`src/rtl/pwr_pkg.sv`:
```
package pwr_pkg;

  // Effective reservation: never more than half the ways.
  function automatic int unsigned clamp_resv(int unsigned deg, int unsigned ways);
    return (deg > ways / 2) ? ways / 2 : deg;
  endfunction

  // Lines one thread may hold in a set.
  function automatic int unsigned thread_cap(int unsigned yeff, int unsigned ways, logic solo);
    return solo ? ways : ways - yeff;
  endfunction

endpackage

```
`src/rtl/pwr_age_touch.sv`:
```
module pwr_age_touch #(
  parameter  int WAYS = 8,
  localparam int AW   = $clog2(WAYS)
) (
  input  logic [WAYS-1:0][AW-1:0] ages_i,
  input  logic [AW-1:0]           touch,
  output logic [WAYS-1:0][AW-1:0] ages_o
);

  logic [AW-1:0] touched_age;
  assign touched_age = ages_i[touch];

  for (genvar g = 0; g < WAYS; g++) begin : g_way
    always_comb begin
      if (touch == AW'(g))
        ages_o[g] = '0;
      else if (ages_i[g] < touched_age)
        ages_o[g] = ages_i[g] + AW'(1);
      else
        ages_o[g] = ages_i[g];
    end
  end

endmodule

```
`src/rtl/pwr_set_store.sv`:
```
module pwr_set_store #(
  parameter  int WAYS = 8,
  parameter  int SETS = 4,
  localparam int AW   = $clog2(WAYS),
  localparam int SW   = (SETS > 1) ? $clog2(SETS) : 1
) (
  input  logic                    clk,
  input  logic                    rst_n,
  input  logic [SW-1:0]           rd_set,
  output logic [WAYS-1:0]         rd_valid,
  output logic [WAYS-1:0]         rd_owner,
  output logic [WAYS-1:0][AW-1:0] rd_age,
  input  logic                    wr_en,
  input  logic [SW-1:0]           wr_set,
  input  logic [WAYS-1:0]         wr_valid,
  input  logic [WAYS-1:0]         wr_owner,
  input  logic [WAYS-1:0][AW-1:0] wr_age
);

  function automatic logic [WAYS-1:0][AW-1:0] init_ages();
    logic [WAYS-1:0][AW-1:0] a;
    for (int i = 0; i < WAYS; i++) a[i] = AW'(i);
    return a;
  endfunction

  logic [WAYS-1:0]         valid_q [SETS];
  logic [WAYS-1:0]         owner_q [SETS];
  logic [WAYS-1:0][AW-1:0] age_q   [SETS];

  for (genvar s = 0; s < SETS; s++) begin : g_set
    always_ff @(posedge clk or negedge rst_n) begin
      if (!rst_n) begin
        valid_q[s] <= '0;
        owner_q[s] <= '0;
        age_q[s]   <= init_ages();
      end else if (wr_en && wr_set == SW'(s)) begin
        valid_q[s] <= wr_valid;
        owner_q[s] <= wr_owner;
        age_q[s]   <= wr_age;
      end
    end
  end

  assign rd_valid = valid_q[rd_set];
  assign rd_owner = owner_q[rd_set];
  assign rd_age   = age_q[rd_set];

endmodule

```
`src/rtl/pwr_victim_pick.sv`:
```
module pwr_victim_pick
  import pwr_pkg::*;
#(
  parameter  int WAYS = 8,
  localparam int AW   = $clog2(WAYS),
  localparam int CW   = $clog2(WAYS + 1)
) (
  input  logic [WAYS-1:0]         way_valid,
  input  logic [WAYS-1:0]         way_owner,
  input  logic [WAYS-1:0][AW-1:0] way_age,
  input  logic                    req_tid,
  input  logic [CW-1:0]           yeff,
  input  logic                    solo,
  output logic [AW-1:0]           vic_way,
  output logic                    vic_valid,
  output logic                    vic_owner,
  output logic [CW-1:0]           own_cnt,
  output logic [CW-1:0]           oth_cnt,
  output logic                    at_cap,
  output logic                    any_free
);

  function automatic logic [CW-1:0] popc(logic [WAYS-1:0] v);
    logic [CW-1:0] n;
    n = '0;
    for (int i = 0; i < WAYS; i++) n = n + CW'(v[i]);
    return n;
  endfunction

  function automatic logic [AW-1:0] first_free(logic [WAYS-1:0] v);
    logic [AW-1:0] r;
    r = '0;
    for (int i = WAYS - 1; i >= 0; i--) if (!v[i]) r = AW'(i);
    return r;
  endfunction

  function automatic logic [AW-1:0] oldest(logic [WAYS-1:0] cand,
                                           logic [WAYS-1:0][AW-1:0] ages);
    logic [AW-1:0] best, best_age;
    logic          found;
    best = '0; best_age = '0; found = 1'b0;
    for (int i = 0; i < WAYS; i++) begin
      if (cand[i] && (!found || ages[i] > best_age)) begin
        best     = AW'(i);
        best_age = ages[i];
        found    = 1'b1;
      end
    end
    return best;
  endfunction

  logic [WAYS-1:0] own_mask, oth_mask, cand;
  logic [CW-1:0]   cap_w;
  logic            share_ok;

  always_comb begin
    own_mask = way_valid & ~(way_owner ^ {WAYS{req_tid}});
    oth_mask = way_valid & ~own_mask;
    own_cnt  = popc(own_mask);
    oth_cnt  = popc(oth_mask);
    cap_w    = CW'(thread_cap(int'(yeff), WAYS, solo));
    at_cap   = own_cnt >= cap_w;
    any_free = ~&way_valid;
    share_ok = solo || (oth_cnt > yeff);
    cand     = at_cap ? own_mask : (own_mask | (share_ok ? oth_mask : '0));
    if (!at_cap && any_free)
      vic_way = first_free(way_valid);
    else
      vic_way = oldest(cand, way_age);
    vic_valid = way_valid[vic_way];
    vic_owner = way_owner[vic_way];
  end

endmodule

```
`src/rtl/pwr_repl_top.sv`:
```
module pwr_repl_top
  import pwr_pkg::*;
#(
  parameter  int WAYS = 8,
  parameter  int SETS = 4,
  localparam int AW   = $clog2(WAYS),
  localparam int CW   = $clog2(WAYS + 1),
  localparam int SW   = (SETS > 1) ? $clog2(SETS) : 1
) (
  input  logic            clk,
  input  logic            rst_n,
  input  logic            req_valid,
  input  logic            req_hit,
  input  logic            req_tid,
  input  logic [SW-1:0]   req_set,
  input  logic [AW-1:0]   req_way,
  input  logic [CW-1:0]   resv_deg,
  input  logic            solo_mode,
  output logic            resp_valid,
  output logic            resp_hit,
  output logic [AW-1:0]   resp_way,
  output logic            resp_evict,
  output logic            resp_victim_tid,
  output logic [WAYS-1:0] set_valid_o,
  output logic [WAYS-1:0] set_owner_o
);

  logic [WAYS-1:0]         cur_valid, cur_owner;
  logic [WAYS-1:0][AW-1:0] cur_age, new_age;
  logic [CW-1:0]           yeff, own_cnt, oth_cnt;
  logic [AW-1:0]           vic_way, touch_way;
  logic                    vic_valid, vic_owner, at_cap, any_free;
  logic                    miss_fire, hit_fire, wr_en;
  logic [WAYS-1:0]         way_wr_oh, next_valid, next_owner;

  assign yeff = CW'(clamp_resv(int'(resv_deg), WAYS));

  pwr_set_store #(.WAYS(WAYS), .SETS(SETS)) i_store (
    .clk      (clk),
    .rst_n    (rst_n),
    .rd_set   (req_set),
    .rd_valid (cur_valid),
    .rd_owner (cur_owner),
    .rd_age   (cur_age),
    .wr_en    (wr_en),
    .wr_set   (req_set),
    .wr_valid (next_valid),
    .wr_owner (next_owner),
    .wr_age   (new_age)
  );

  pwr_victim_pick #(.WAYS(WAYS)) i_pick (
    .way_valid (cur_valid),
    .way_owner (cur_owner),
    .way_age   (cur_age),
    .req_tid   (req_tid),
    .yeff      (yeff),
    .solo      (solo_mode),
    .vic_way   (vic_way),
    .vic_valid (vic_valid),
    .vic_owner (vic_owner),
    .own_cnt   (own_cnt),
    .oth_cnt   (oth_cnt),
    .at_cap    (at_cap),
    .any_free  (any_free)
  );

  pwr_age_touch #(.WAYS(WAYS)) i_age (
    .ages_i (cur_age),
    .touch  (touch_way),
    .ages_o (new_age)
  );

  always_comb begin
    miss_fire  = req_valid && !req_hit;
    hit_fire   = req_valid && req_hit && cur_valid[req_way];
    wr_en      = miss_fire || hit_fire;
    touch_way  = miss_fire ? vic_way : req_way;
    way_wr_oh  = miss_fire ? (WAYS'(1) << vic_way) : '0;
    next_valid = cur_valid | way_wr_oh;
    next_owner = (cur_owner & ~way_wr_oh) | (way_wr_oh & {WAYS{req_tid}});
  end

  always_ff @(posedge clk or negedge rst_n) begin
    if (!rst_n) begin
      resp_valid      <= 1'b0;
      resp_hit        <= 1'b0;
      resp_way        <= '0;
      resp_evict      <= 1'b0;
      resp_victim_tid <= 1'b0;
      set_valid_o     <= '0;
      set_owner_o     <= '0;
    end else begin
      resp_valid <= req_valid;
      if (req_valid) begin
        resp_hit        <= req_hit;
        resp_way        <= touch_way;
        resp_evict      <= miss_fire && vic_valid;
        resp_victim_tid <= miss_fire && vic_valid && vic_owner;
        set_valid_o     <= next_valid;
        set_owner_o     <= next_owner;
      end
    end
  end

endmodule

```
`config.mk`:
```
export PLATFORM = sky130hd
export DESIGN_NAME = pwr_repl_top
export DESIGN_NICKNAME = d
export VERILOG_FILES = /design/src/rtl/pwr_pkg.sv /design/src/rtl/pwr_age_touch.sv /design/src/rtl/pwr_set_store.sv /design/src/rtl/pwr_victim_pick.sv /design/src/rtl/pwr_repl_top.sv
export SDC_FILE = /design/constraint.sdc
export NUM_CORES = 1
export LEC_CHECK = 0
export ABC_AREA = 1
export BUFFER_PORTS_ARGS = -buffer_cell sky130_fd_sc_hd__buf_2
export CORE_ASPECT_RATIO = 1.1
export CORE_MARGIN = 2
export CORE_UTILIZATION = 60
export CTS_BUF_LIST = sky130_fd_sc_hd__clkbuf_8 sky130_fd_sc_hd__clkbuf_16
export DETAILED_ROUTE_END_ITERATION = 12
export HOLD_SLACK_MARGIN = 0.08
export PLACE_DENSITY_LB_ADDON = 0.08
export SYNTH_ARGS = -nofsm -noshare
export SYNTH_HDL_FRONTEND = slang
export SYNTH_SLANG_ARGS = --single-unit
```
`constraint.sdc`:
```
create_clock -name clk -period 14.1 [get_ports clk]
set_clock_uncertainty 0.2 [all_clocks]
set_input_delay 0.705 -clock clk [delete_from_list [all_inputs] [get_ports clk]]
set_output_delay 0.705 -clock clk [all_outputs]
set_load 0.02 [all_outputs]
```
==> results.yml <==
critical_path:
  worstReg2RegEnd: "i_store.age_q[30]"
  cp.arrival_ps: 13540
  cpMostUsedCell: "nand2_1"
  worstSetupEndpointType: "register"
  critPathSlowestCell: "fa_1"
  critical_path.top_delay_family: "simple AND/OR/NAND/NOR gates"
  reg2reg_slack_ps: 930
  critPathBufInv: 8
  r2r_start: "i_store.owner_q[0]"
  slowest_delay_ps: 520
  cp_max_fo: 11
  r2r_cells: 94
  start_kind: "input port"
  crit_required_ps: 14270
  critical_path_class: "in -> reg"
synth:
  synth_compound_area_share_pct: 11.4
  synthFlopType: "dfrtp_1"
  synth_top_family_by_area: "simple AND/OR/NAND/NOR gates"
  synthMuxAreaShare_pct: 0
  async_flop_share_pct: 100
  synth_cells: 1540
  synth_fp_nets: 1615
  ys_types: 44
  synth_warnings: 0
  synth_seq_cells: 183
  synth_edf_count: 0
  synthAdderAreaFrac_pct: 6.98
  synth_area_per_cell_um2: 7.54
  syn_area_um2: 11600
  synth_xor_area_share_pct: 0.970
  yosysSeqAreaShare_pct: 40.0
  synth-simple-area-share_pct: 33.6
floorplanning:
  start_util_pct: 61.0
  design.core.area_um2: 19000
  rows: 53
  die_h_um: 150
  die_x_um: 137
  io_pins: 38
  die_area_um2: 20500
sta:
  fin_crit_sh_pct: 94.9
  worst_slew_pin_slew_ps: 1090
  maxSlewHeadroom_pct: 26.9
  fmax_ghz: 0.0748
  tns_ps: 0
  setup_viol: 0
  min_period_ps: 13380
  setup_ws_ps: 724
  slew_viol_final: 0
  hold_viol: 0
place:
  port_buffers: 37
  hpwl_mm: 23.3
  pre_cts_ws_ps: -427
  place.gp.congestion: 1.05
clock_network:
  htree_levels: 4
  insertion_delay_ps: 450
  clkSinkCount: 183
  cts_root_buffer: "clkbuf_16"
  cts_buffers: 17
  tritoncts: "done"
  cts_buffer_depth: 2
  clk_pin_slew_worst_paths_ps: 80
hold_path:
  holdPathStages: 2
  hp-start: "i_store.age_q[44]"
  hp-class: "reg -> reg"
  holdPathEnd: "i_store.age_q[44]"
global_routing:
  grt_max_degree: 75
  antenna_found_initial: 0
  grt_pass1_vias: 10900
  grt_overflow_total: 0
  grt_pass1_wl_mm: 55.8
  track_usage_pct: 34.9
status:
  outcome: "complete, no violations"
detailed_routing:
  routed_wl_mm: 35.1
  avgRoutedWirePerCell_um: 19.2
  ant_nets: 0
  avgViaCountPerCell: 6.11
  drtIter0Drc: 968
  dr.pass1.iters: 6
  num_vias: 11200
  drc_errors: 0
finish:
  area_growth_pct: 13.0
  layout.nets: 1645
  drive_gt1_share_pct: 18.6
  insertedDiodeCount: 0
job:
  cap_violations: 0
[layer usage]
layer  part of all wire [%]  track usage (%)  vias up  routed length [um]
met5                      0                0        -                   0
met4                    5.3             18.5        0                1850
met3                    6.3             6.06      142                2220
met2                     48             57.9      495               17000
met1                     40             43.3     5298               14100
li1                       -                -     5245                   -
[synthesized netlist by cell type, types with 24 or more instances]
cell      count  area share, %
nand2_1     516             17
o21ai_0      82            3.5
a31oi_1      37            2.0
dfrtp_1     135             29
ha_1         52            5.6
clkbuf_1     54            1.7
a22oi_1      50            3.2
nand2_2      25            1.3
a21oi_1      24            1.0
nor2_1       73            2.4
nand3_1     112            4.8
inv_1       115            3.7
nand4_1     101            5.4
dfstp_2      48             11
[cell families after synthesis]
group | count (synthesis)
adder cells (fa/ha/maj) | 60
other | 1
flip-flops | 183
AO/OA/AOI/OAI | 216
buffers and inverters | 201
AND/OR/NAND/NOR | 867
XOR/XNOR | 12
[tightest hold or removal path: cells and delay by family, from the launching register on]
kind	cells	cell delay [ps]
flops	1	370
simple gates	2	100
[cells in the final DEF, fill, tap and decap left out, types with 9 or more instances in the layout]
cell | netlist | routed
a21oi_1 | 24 | 23
a22oi_1 | 50 | 50
a31oi_1 | 37 | 37
and2_1 | 18 | 18
buf_2 | 7 | 34
buf_4 | 1 | 44
clkbuf_16 | 0 | 17
dfrtp_1 | 135 | 135
dfstp_2 | 48 | 48
ha_1 | 52 | 48
inv_1 | 115 | 111
inv_2 | 10 | 9
nand2_1 | 516 | 483
nand2_2 | 25 | 51
nand3_1 | 112 | 100
nand3_2 | 10 | 20
nand4_1 | 101 | 101
nor2_1 | 73 | 63
nor2_4 | 4 | 10
o21ai_0 | 82 | 69
o21ai_1 | 1 | 9
xor2_1 | 9 | 9
[worst max path at each step]
stage	end	cells after the start	startpoint	slack [ps]
4_1_cts	i_store.age_q[26]	91	req_set[0]	30
3_5_place_dp	i_store.age_q[86]	89	req_set[1]	-430
5_1_grt	i_store.age_q[36]	96	req_set[0]	-370
3_3_place_gp	i_store.age_q[14]	89	req_set[1]	30
6_report	i_store.age_q[30]	96	req_set[0]	720
2_1_floorplan	i_store.age_q[12]	89	req_set[1]	1370
[sequential cells by signal (all words and copies together) (netlist names)]
name	flops
i_store.age_q	96
i_store.owner_q	32
i_store.valid_q	32
set_owner_o	8
set_valid_o	8
resp_way	3
resp_evict	1
resp_hit	1
resp_valid	1
resp_victim_tid	1
[timing repair]
item / in CTS / in global routing
pin swaps: 0 / 21
buffers inserted: 0 / 12
gates resized for setup: 1 / 97
hold buffers: 1 / 0
hold endpoints to repair: 12 / 0
setup endpoints to repair: 67 / 180
[final cells by class]
cell class | count | area [um2]
clock buffer | 17 | 425
clock inverter | 15 | 206
fill | 1594 | 5910
inverter | 128 | 492
multi-input combinational | 1156 | 6480
sequential | 183 | 4640
tap | 247 | 309
timing repair buffer | 84 | 572
[stage by stage]
stage | instances | area (um2) | utilization (%) | hold WS, ps
6_report | 1830 | 13100 | 69.0 | 270
2_1_floorplan | 1540 | 11600 | - | 209
3_3_place_gp | 1785 | 12100 | 63.3 | 256
4_1_cts | 1818 | 12700 | 66.7 | 270
5_1_grt | 1830 | 13100 | 69.0 | 281
3_5_place_dp | 1785 | 12100 | 63.3 | 256
Power is not shown: default switching activity piles up to over one toggle a cycle in this logic, so the estimate is an artifact.
